[config.mk]
export PLATFORM = sky130hd
export DESIGN_NAME = hxfer_ctrl
export DESIGN_NICKNAME = d
export VERILOG_FILES = /design/src/rtl/hxfer_pkg.sv /design/src/rtl/hxfer_cpu_if.sv /design/src/rtl/hxfer_counters.sv /design/src/rtl/hxfer_seq.sv /design/src/rtl/hxfer_ctrl.sv
export SDC_FILE = /design/constraint.sdc
export NUM_CORES = 1
export LEC_CHECK = 0
export CELL_PAD_IN_SITES_DETAIL_PLACEMENT = 0
export CELL_PAD_IN_SITES_GLOBAL_PLACEMENT = 1
export CORE_ASPECT_RATIO = 2
export CORE_MARGIN = 1.5
export CORE_UTILIZATION = 35
export CTS_BUF_LIST = sky130_fd_sc_hd__clkbuf_4 sky130_fd_sc_hd__clkbuf_8 sky130_fd_sc_hd__clkbuf_16
export DETAILED_ROUTE_END_ITERATION = 16
export PLACE_DENSITY = 0.76
export SYNTH_ARGS = -nofsm -noshare
export SYNTH_HDL_FRONTEND = slang
export SYNTH_SLANG_ARGS = --single-unit
[constraint.sdc]
create_clock -name clk -period 2.55 [get_ports clk]
set_input_delay 0.51 -clock clk [delete_from_list [all_inputs] [get_ports clk]]
set_output_delay 0.51 -clock clk [all_outputs]
set_load 0.05 [all_outputs]
[src/rtl/hxfer_pkg.sv]
package hxfer_pkg;

  localparam int CNT_W = 16;

  localparam logic [2:0] OFS_CNT_LO = 3'd0;
  localparam logic [2:0] OFS_CNT_HI = 3'd1;
  localparam logic [2:0] OFS_ADR_LO = 3'd2;
  localparam logic [2:0] OFS_ADR_HI = 3'd3;
  localparam logic [2:0] OFS_CMD    = 3'd4;
  localparam logic [2:0] OFS_STAT   = 3'd5;

  localparam int CMD_GO_BIT  = 0;
  localparam int STAT_EN_BIT = 0;
  localparam int STAT_IRQ_BIT = 1;

  typedef enum logic [2:0] {
    XS_IDLE   = 3'd0,
    XS_FETCH  = 3'd1,
    XS_LATCH  = 3'd2,
    XS_READY  = 3'd3,
    XS_STROBE = 3'd4
  } xfer_state_t;

  // Replace one byte of a 16-bit register image.
  function automatic logic [15:0] merge_byte(input logic [15:0] cur,
                                             input logic [7:0] b,
                                             input logic upper);
    return upper ? {b, cur[7:0]} : {cur[15:8], b};
  endfunction

  // Remaining count after one byte has been taken.
  function automatic logic [CNT_W-1:0] count_after(input logic [CNT_W-1:0] c);
    return c - CNT_W'(1);
  endfunction

  // Pick one byte of a 16-bit value.
  function automatic logic [7:0] pick_byte(input logic [15:0] v, input logic upper);
    return upper ? v[15:8] : v[7:0];
  endfunction

endpackage

[src/rtl/hxfer_cpu_if.sv]
module hxfer_cpu_if
  import hxfer_pkg::*;
#(
  parameter int ADDR_W = 16
) (
  input  logic              cpu_we,
  input  logic [2:0]        cpu_addr,
  input  logic [7:0]        cpu_wdata,
  input  logic [CNT_W-1:0]  cnt_q,
  input  logic [ADDR_W-1:0] adr_q,
  input  logic              busy,
  input  logic              irq_flag,
  output logic              ld_cnt_lo,
  output logic              ld_cnt_hi,
  output logic              ld_adr_lo,
  output logic              ld_adr_hi,
  output logic              start_req,
  output logic              irq_clr,
  output logic [7:0]        cpu_rdata
);

  logic [15:0] adr_wide;
  logic [15:0] cnt_wide;

  assign adr_wide = 16'(adr_q);
  assign cnt_wide = 16'(cnt_q);

  assign ld_cnt_lo = cpu_we && (cpu_addr == OFS_CNT_LO);
  assign ld_cnt_hi = cpu_we && (cpu_addr == OFS_CNT_HI);
  assign ld_adr_lo = cpu_we && (cpu_addr == OFS_ADR_LO);
  assign ld_adr_hi = cpu_we && (cpu_addr == OFS_ADR_HI);
  assign start_req = cpu_we && (cpu_addr == OFS_CMD) && cpu_wdata[CMD_GO_BIT];
  assign irq_clr   = cpu_we && (cpu_addr == OFS_STAT) && cpu_wdata[STAT_IRQ_BIT];

  always_comb begin
    cpu_rdata = 8'h00;
    case (cpu_addr)
      OFS_CNT_LO: cpu_rdata = pick_byte(cnt_wide, 1'b0);
      OFS_CNT_HI: cpu_rdata = pick_byte(cnt_wide, 1'b1);
      OFS_ADR_LO: cpu_rdata = pick_byte(adr_wide, 1'b0);
      OFS_ADR_HI: cpu_rdata = pick_byte(adr_wide, 1'b1);
      OFS_STAT: begin
        cpu_rdata[STAT_EN_BIT]  = busy;
        cpu_rdata[STAT_IRQ_BIT] = irq_flag;
      end
      default: cpu_rdata = 8'h00;
    endcase
  end

endmodule

[src/rtl/hxfer_counters.sv]
module hxfer_counters
  import hxfer_pkg::*;
#(
  parameter int ADDR_W = 16
) (
  input  logic              clk,
  input  logic              rst_n,
  input  logic              ld_cnt_lo,
  input  logic              ld_cnt_hi,
  input  logic              ld_adr_lo,
  input  logic              ld_adr_hi,
  input  logic [7:0]        wdata,
  input  logic              busy,
  input  logic              step,
  output logic [CNT_W-1:0]  cnt_q,
  output logic [ADDR_W-1:0] adr_q,
  output logic              cnt_zero,
  output logic              cnt_last
);

  logic [15:0] adr_img;
  logic        load_ok;

  assign adr_img  = 16'(adr_q);
  assign load_ok  = !busy;
  assign cnt_zero = (cnt_q == '0);
  assign cnt_last = (cnt_q == CNT_W'(1));

  always_ff @(posedge clk or negedge rst_n) begin
    if (!rst_n) begin
      cnt_q <= '0;
    end else if (step) begin
      cnt_q <= count_after(cnt_q);
    end else if (load_ok && ld_cnt_lo) begin
      cnt_q <= CNT_W'(merge_byte(16'(cnt_q), wdata, 1'b0));
    end else if (load_ok && ld_cnt_hi) begin
      cnt_q <= CNT_W'(merge_byte(16'(cnt_q), wdata, 1'b1));
    end
  end

  always_ff @(posedge clk or negedge rst_n) begin
    if (!rst_n) begin
      adr_q <= '0;
    end else if (step) begin
      adr_q <= adr_q + ADDR_W'(1);
    end else if (load_ok && ld_adr_lo) begin
      adr_q <= ADDR_W'(merge_byte(adr_img, wdata, 1'b0));
    end else if (load_ok && ld_adr_hi) begin
      adr_q <= ADDR_W'(merge_byte(adr_img, wdata, 1'b1));
    end
  end

endmodule

[src/rtl/hxfer_seq.sv]
module hxfer_seq
  import hxfer_pkg::*;
(
  input  logic       clk,
  input  logic       rst_n,
  input  logic       start_req,
  input  logic       irq_clr,
  input  logic       cnt_zero,
  input  logic       cnt_last,
  input  logic       host_rd,
  input  logic [7:0] buf_rdata,
  output logic       busy,
  output logic       buf_rd,
  output logic [7:0] host_data,
  output logic       host_drq,
  output logic       host_eop,
  output logic       start_evt,
  output logic       step_evt,
  output logic       done_evt,
  output logic       irq_flag
);

  xfer_state_t state_q;
  xfer_state_t state_d;

  assign busy      = (state_q != XS_IDLE);
  assign buf_rd    = (state_q == XS_FETCH);
  assign host_drq  = (state_q == XS_READY);
  assign start_evt = start_req && (state_q == XS_IDLE);
  assign step_evt  = (state_q == XS_STROBE) && !host_rd;
  assign done_evt  = (start_evt && cnt_zero) || (step_evt && cnt_last);
  assign host_eop  = host_rd && cnt_last &&
                     ((state_q == XS_READY) || (state_q == XS_STROBE));

  always_comb begin
    state_d = state_q;
    case (state_q)
      XS_IDLE:   if (start_evt && !cnt_zero) state_d = XS_FETCH;
      XS_FETCH:  state_d = XS_LATCH;
      XS_LATCH:  state_d = XS_READY;
      XS_READY:  if (host_rd) state_d = XS_STROBE;
      XS_STROBE: if (!host_rd) state_d = cnt_last ? XS_IDLE : XS_FETCH;
      default:   state_d = XS_IDLE;
    endcase
  end

  always_ff @(posedge clk or negedge rst_n) begin
    if (!rst_n) begin
      state_q <= XS_IDLE;
    end else begin
      state_q <= state_d;
    end
  end

  always_ff @(posedge clk or negedge rst_n) begin
    if (!rst_n) begin
      host_data <= 8'h00;
    end else if (state_q == XS_LATCH) begin
      host_data <= buf_rdata;
    end
  end

  always_ff @(posedge clk or negedge rst_n) begin
    if (!rst_n) begin
      irq_flag <= 1'b0;
    end else if (done_evt) begin
      irq_flag <= 1'b1;
    end else if (irq_clr) begin
      irq_flag <= 1'b0;
    end
  end

endmodule

[src/rtl/hxfer_ctrl.sv]
module hxfer_ctrl
  import hxfer_pkg::*;
#(
  parameter int ADDR_W = 16
) (
  input  logic              clk,
  input  logic              rst_n,
  input  logic              cpu_we,
  input  logic [2:0]        cpu_addr,
  input  logic [7:0]        cpu_wdata,
  output logic [7:0]        cpu_rdata,
  output logic              irq,
  output logic              xfer_en,
  output logic              buf_rd,
  output logic [ADDR_W-1:0] buf_addr,
  input  logic [7:0]        buf_rdata,
  output logic              host_drq,
  input  logic              host_rd,
  output logic              host_eop,
  output logic [7:0]        host_data
);

  logic              ld_cnt_lo;
  logic              ld_cnt_hi;
  logic              ld_adr_lo;
  logic              ld_adr_hi;
  logic              start_req;
  logic              irq_clr;
  logic [CNT_W-1:0]  cnt_q;
  logic [ADDR_W-1:0] adr_q;
  logic              cnt_zero;
  logic              cnt_last;
  logic              busy;
  logic              start_evt;
  logic              step_evt;
  logic              done_evt;
  logic              irq_flag;

  hxfer_cpu_if #(.ADDR_W(ADDR_W)) u_cpu (
    .cpu_we    (cpu_we),
    .cpu_addr  (cpu_addr),
    .cpu_wdata (cpu_wdata),
    .cnt_q     (cnt_q),
    .adr_q     (adr_q),
    .busy      (busy),
    .irq_flag  (irq_flag),
    .ld_cnt_lo (ld_cnt_lo),
    .ld_cnt_hi (ld_cnt_hi),
    .ld_adr_lo (ld_adr_lo),
    .ld_adr_hi (ld_adr_hi),
    .start_req (start_req),
    .irq_clr   (irq_clr),
    .cpu_rdata (cpu_rdata)
  );

  hxfer_counters #(.ADDR_W(ADDR_W)) u_cnt (
    .clk       (clk),
    .rst_n     (rst_n),
    .ld_cnt_lo (ld_cnt_lo),
    .ld_cnt_hi (ld_cnt_hi),
    .ld_adr_lo (ld_adr_lo),
    .ld_adr_hi (ld_adr_hi),
    .wdata     (cpu_wdata),
    .busy      (busy),
    .step      (step_evt),
    .cnt_q     (cnt_q),
    .adr_q     (adr_q),
    .cnt_zero  (cnt_zero),
    .cnt_last  (cnt_last)
  );

  hxfer_seq u_seq (
    .clk       (clk),
    .rst_n     (rst_n),
    .start_req (start_req),
    .irq_clr   (irq_clr),
    .cnt_zero  (cnt_zero),
    .cnt_last  (cnt_last),
    .host_rd   (host_rd),
    .buf_rdata (buf_rdata),
    .busy      (busy),
    .buf_rd    (buf_rd),
    .host_data (host_data),
    .host_drq  (host_drq),
    .host_eop  (host_eop),
    .start_evt (start_evt),
    .step_evt  (step_evt),
    .done_evt  (done_evt),
    .irq_flag  (irq_flag)
  );

  assign buf_addr = adr_q;
  assign irq      = irq_flag;
  assign xfer_en  = busy;

endmodule

# --- Word-level counts from Yosys, hierarchy flattened ---
# Cells that the tools add are included.
word_totals:
  reg_bits: 44
  latchBits: 0
  mem_bits_rw: 0
  rom_bits: 0
  input_bits: 23
  out_inout_bits: 37
  word_cells: 75
  memories: 0
classes:
  addsub: 2
  n_mul: 0
  n_div: 0
  n_lt_le_gt_ge: 0
  n_eq_ne: 15
  shift: 0
  n_mux: 15
  bitwise: 0
  n_reduce_logical: 36
op_table:
  columns: ["cell", "count"]
  rows:
  - ["16-bit two-way mux", 6]
  - ["6-bit one-hot mux with 4 select lines", 1]
  - ["1-bit logical AND", 19]
  - ["16-bit by 1-bit adder with 16-bit output (second input constant)", 1]
  - ["16-bit by 1-bit == test with 1-bit output (second input constant)", 1]
  - ["16-bit zero test", 1]
  - ["16-bit by 1-bit subtractor with 16-bit output (second input constant)", 1]
  - ["3-bit one-hot mux with 5 select lines", 1]
  - ["3-bit by 2-bit == test with 1-bit output (second input constant)", 4]
  - ["2-bit one-hot mux with 5 select lines", 1]
  - ["2-bit nonzero test", 5]
  - ["3-bit == test (second input constant)", 3]
  - ["3-bit two-way mux", 3]
  - ["3-bit by 1-bit == test with 1-bit output (second input constant)", 2]
  - ["3-bit zero test", 2]
  - ["2-bit by 1-bit != test with 1-bit output (second input constant)", 3]
  - ["2-bit != test (second input constant)", 2]
  - ["2-bit AND reduction", 2]
  - ["1-bit zero test", 3]
  - ["1-bit two-way mux", 3]
  - ["3-bit AND reduction", 1]
  - ["3-bit nonzero test", 1]
  - ["1-bit logical OR", 2]

# --- Depth between registers and ports, before layout ---
logic_depth:
  depth_word: 7
  ltp_mapped: 7
  mapped_depth_nobuf: 6

# --- Hierarchy ---
# From an unflattened synthesis, not the netlist that was laid out.
hier_totals:
  cells_unflattened: 315
  hier_area_um2: 3026.7
modules_own_cells:
  columns: ["mod", "instances", "cells_each", "area_each_um2", "seq_area_each_um2"]
  rows:
  - ["hxfer_counters", 1, 232, 2058.2, 800.8]
  - ["hxfer_seq", 1, 43, 550.5, 300.3]
  - ["hxfer_cpu_if", 1, 40, 417.9, 0.0]

# --- Least setup slack after synthesis ---
# Ideal clock, no wire load.
synth_path:
  path_type: "reg-to-output"
  start: "register u_seq.state_q[1]"
  end: "output port host_eop"
  arrival_ns: 2.645
  required_ns: 2.040
  path_slack_ns: -0.605
  stages_incl_launch_ff: 6
  n_path_buf: 1
  path_cell_list: "dfrtp_1 clkbuf_1 nand2_1 nor2_1 a21oi_1 nor3_1"
synth_between:
  elab_chain_cells: 3
  elab_cells_between_ends: 4
  cone_classes: "2 x eq/ne; 2 x reduce/logical"
synth_lines:
  columns: ["item", "line_no", "source"]
  rows:
  - ["from (decl)", "hxfer_seq.sv:23", "xfer_state_t state_q;"]
  - ["from (signal assigned)", "hxfer_seq.sv:51", "state_q <= state_d;"]
  - ["3-bit by 2-bit == test with 1-bit output", null, null]
  - ["named net host_drq", "hxfer_ctrl.sv:17", "output logic host_drq,"]
  - ["1-bit logical OR", "hxfer_seq.sv:33", "((state_q == XS_READY) || (state_q == XS_STROBE));"]
  - ["1-bit logical AND", "hxfer_seq.sv:32", "assign host_eop = host_rd && cnt_last &&"]
  - ["to (decl)", "hxfer_ctrl.sv:19", "output logic host_eop,"]
# The timed path passes the listed nets, and every way through them passes these cells.

# --- Worst setup path after layout ---
layout_path:
  start: "register u_cnt.cnt_q[12]"
  end: "output port host_eop"
layout_between:
  elab_chain_cells: 3
layout_lines:
  columns: ["item", "line_no", "source"]
  rows:
  - ["from (decl)", "hxfer_counters.sv:15", "output logic [CNT_W-1:0] cnt_q,"]
  - ["from (signal assigned)", "hxfer_counters.sv:33", "cnt_q <= count_after(cnt_q);"]
  - ["from (signal assigned)", "hxfer_counters.sv:35", "cnt_q <= CNT_W'(merge_byte(16'(cnt_q), wdata, 1'b0));"]
  - ["from (signal assigned)", "hxfer_counters.sv:37", "cnt_q <= CNT_W'(merge_byte(16'(cnt_q), wdata, 1'b1));"]
  - ["16-bit by 1-bit == test with 1-bit output", "hxfer_counters.sv:27", "assign cnt_last = (cnt_q == CNT_W'(1));"]
  - ["1-bit logical AND (2 in a row)", "hxfer_seq.sv:32", null]
# No other way between the ends.

==> metrics.cfg <==
[sta]
setup_viol = 0
rsz0062_at_grt = no
holdWs_ns = 0.146
skew_ns = 0.00836
worst_pin_slew_ns = 0.687
setup_slack_ns = 0.106
clock.fmax_mhz = 409
finalSetupTns_ns = 0
relSlewSlack_pct = 54.0
final-max-slew-violation-count = 0
hold_violations = 0
finalCritPeriodShare_pct = 95.8
period_minus_slack_ns = 2.44

[cells_and_area]
nFillCells = 735
most-common-layout-cells = buf_4, clkdlybuf4s50_1, dfrtp_1
diodes = 0
multiInputGateArea_sq_um = 1670
final_common_cell = buf_4
fin_nets = 428
drive_above_1_share_pct = 25.8
finalNonFillerCells = 499
syn2layout_area_growth_pct = 44.1
regArea_sq_um = 1100

[floorplan]
fp.coreArea_sq_um = 7890
start_util_pct = 35.8
dieArea_sq_um = 8650
ioPinCount = 60
die-height_um = 130
num_rows = 46
die_x_um = 66.5

[power_and_ir_drop]
cellLeakagePower_nw = 1.67
p_sw_share_pct = 48.3
p_seq_share_pct = 29.2
power_frac_comb_pct = 57.4
switchingPower_mw = 2.42
internal-power_mw = 2.59
ir_drop_mv = 0.776
clkPwrFrac_pct = 13.4
power_density_nw_per_um2 = 1230

[worst_setup_path]
startpoint_type = flip-flop
required_ns = 2.04
cp-end-kind = output port
crit_type = flip-flop to output port
crit_fanout = 3
critPathArrivalTime_ns = 1.93

[detailed_routing]
finalWirelength_um = 9750
first_iter_violations = 199
ant_nets = 0
dr.pass1.iters = 4
wire_per_inst_um = 19.5
drcViolationCount = 0
via_per_inst = 5.84
vias = 2916

[synthesis]
synth_top_family_by_area = simple AND/OR/NAND/NOR gates
yosys_warnings = 0
syn-cell-area_sq_um = 2830
yosysSeqAreaShare_pct = 39.0
syn-num-nets = 335
synthFlopType = dfrtp_1
synth_edf_count = 0
syn-instance-count = 309
async_flop_share_pct = 100
synthSimpleGateAreaFrac_pct = 27.1
synth_mux_area_share_pct = 10.8
synth_fa_ha_area_share_pct = 1.33
avgSynthCellArea_sq_um = 9.14
synth-seq-cells = 44
synth-xor-area-share_pct = 2.48
synth_compound_gate_area_share_pct = 14.8
synth.distinct_cells = 55

[clock_network]
clock_path_buffers = 2
cts_sinks = 44
numCtsBuffers = 5
clk_pin_slew_worst_paths_ns = 0.06
cts_tree = done
holdBufCountCts = 0
clockRootBuffer = clkbuf_16
clock_latency_ns = 0.30
htreeDepth = 2

[outcome]
outcome = finished, final reports clean

[global_route]
antenna_found_initial = 0
grt_pass1_vias = 2908
grt_usage_pct = 23.2
grt_pass1_wl_um = 15000
grt.overflow.total = 0
grt_max_degree = 19

[place]
dpl_worst_slack_ns = -0.0571
gp_congestion = 0.915
place_inst = 485
hpwl_um = 7370
portBuffers = 59

[worst_hold_path]
hp-class = input pin to asynchronous set/reset pin

[flow_run]
cap_violations = 0

## repair_timing
item / in CTS / in global routing
resized for setup: 5 / 7
buffers inserted: 2 / 3
setup endpoints to repair: 4 / 4
cloned: 0 / 1
pin swaps: 1 / 2
## logic make-up (layout without fill, tap and decap cells)
family	Yosys count	in the layout
AND/OR/NAND/NOR	141	141
AO/OA/AOI/OAI	62	62
flip-flops	44	44
buffers and inverters	29	123
multiplexers	22	22
XOR/XNOR	8	8
adder cells (fa/ha/maj)	3	3
## worst max-delay path, cell delays in order, from the launching register on
cell and delay [ns]:
dfrtp_2 0.42, or3_4 0.41, nor4_4 0.20, buf_4 0.17, nand3_2 0.12, nor3_4 0.17
buf_12 0.16
## flip-flops by register name (all words and copies together) (netlist names)
name and cells:
u_seq.irq_flag 1, u_seq.host_data 8, u_cnt.cnt_q 16, u_cnt.adr_q 16, u_seq.state_q 3
## power by group through the flow
stage,combinational (mW),sequential [mW],clock (mW)
2_1_floorplan,1.24,1.96,0
3_3_place_gp,2.75,1.45,0
3_5_place_dp,2.78,1.46,0
4_1_cts,2.83,1.45,0.681
5_1_grt,3.03,1.52,0.704
6_report,2.87,1.46,0.671
## layout make-up
class                   instances  share of cell area (%)
inverters                      10                   0.922
clock inverters                 2                   0.246
clock buffers                   6                    3.41
multi-input cells             236                    41.1
repair buffers                105                    24.2
well taps                      96                    2.95
flip-flops and latches         44                    27.1
## metal layers
layer / vias to the layer above / part of all wire [%] / GRT usage (%)
met5: - / 0 / 0
met4: 0 / 2.7 / 10.4
met3: 18 / 4.0 / 2.07
met2: 96 / 58 / 43.6
met1: 1460 / 35 / 25.6
li1: 1342 / - / -
## stage by stage
stage                     total power, mW  instance area, sq um  utilization (%)
after global routing                 5.25                  4070             51.6
after global placement               4.21                  3810             48.3
after floorplan                      3.20                  2850                -
final                                5.00                  4070             51.6
after CTS                            4.97                  3990             50.6
after detailed placement             4.25                  3810             48.3
## path summary, 6_finish.rpt
path	from	endpoint	slack [ns]	depth (start not counted)
setup reg to reg	u_seq.state_q[1]	u_cnt.adr_q[10]	0.37	5
setup / recovery	u_cnt.cnt_q[12]	host_eop	0.11	6
hold reg to reg	u_seq.host_data[1]	u_seq.host_data[1]	0.51	1
max in group asynchronous	rst_n	u_seq.host_data[2]	1.84	2
min in group clk	u_seq.host_data[1]	u_seq.host_data[1]	0.51	1
hold / removal	rst_n	u_cnt.cnt_q[15]	0.15	1
## synth_stat cells (4+ instances only)
| library cell | number | share of area [%] |
|---|---|---|
| mux2_2 | 8 | 3.2 |
| a211oi_1 | 4 | 1.1 |
| nor2b_1 | 8 | 1.8 |
| a21oi_1 | 14 | 2.5 |
| or3_1 | 5 | 1.1 |
| nand2_1 | 16 | 2.1 |
| nand4_1 | 9 | 2.0 |
| nor2_1 | 38 | 5.0 |
| o22ai_1 | 6 | 1.3 |
| mux4_2 | 6 | 4.8 |
| clkbuf_1 | 13 | 1.7 |
| dfrtp_1 | 44 | 39 |
| mux2i_1 | 8 | 2.8 |
| inv_1 | 10 | 1.3 |
| a31oi_1 | 4 | 0.89 |
| nand3_1 | 10 | 1.8 |
| o21ai_0 | 11 | 1.9 |
| xor2_1 | 5 | 1.5 |
| nor4_1 | 11 | 2.4 |
| nor3_1 | 20 | 3.5 |
Note: power is estimated with default switching activity, not from simulation.
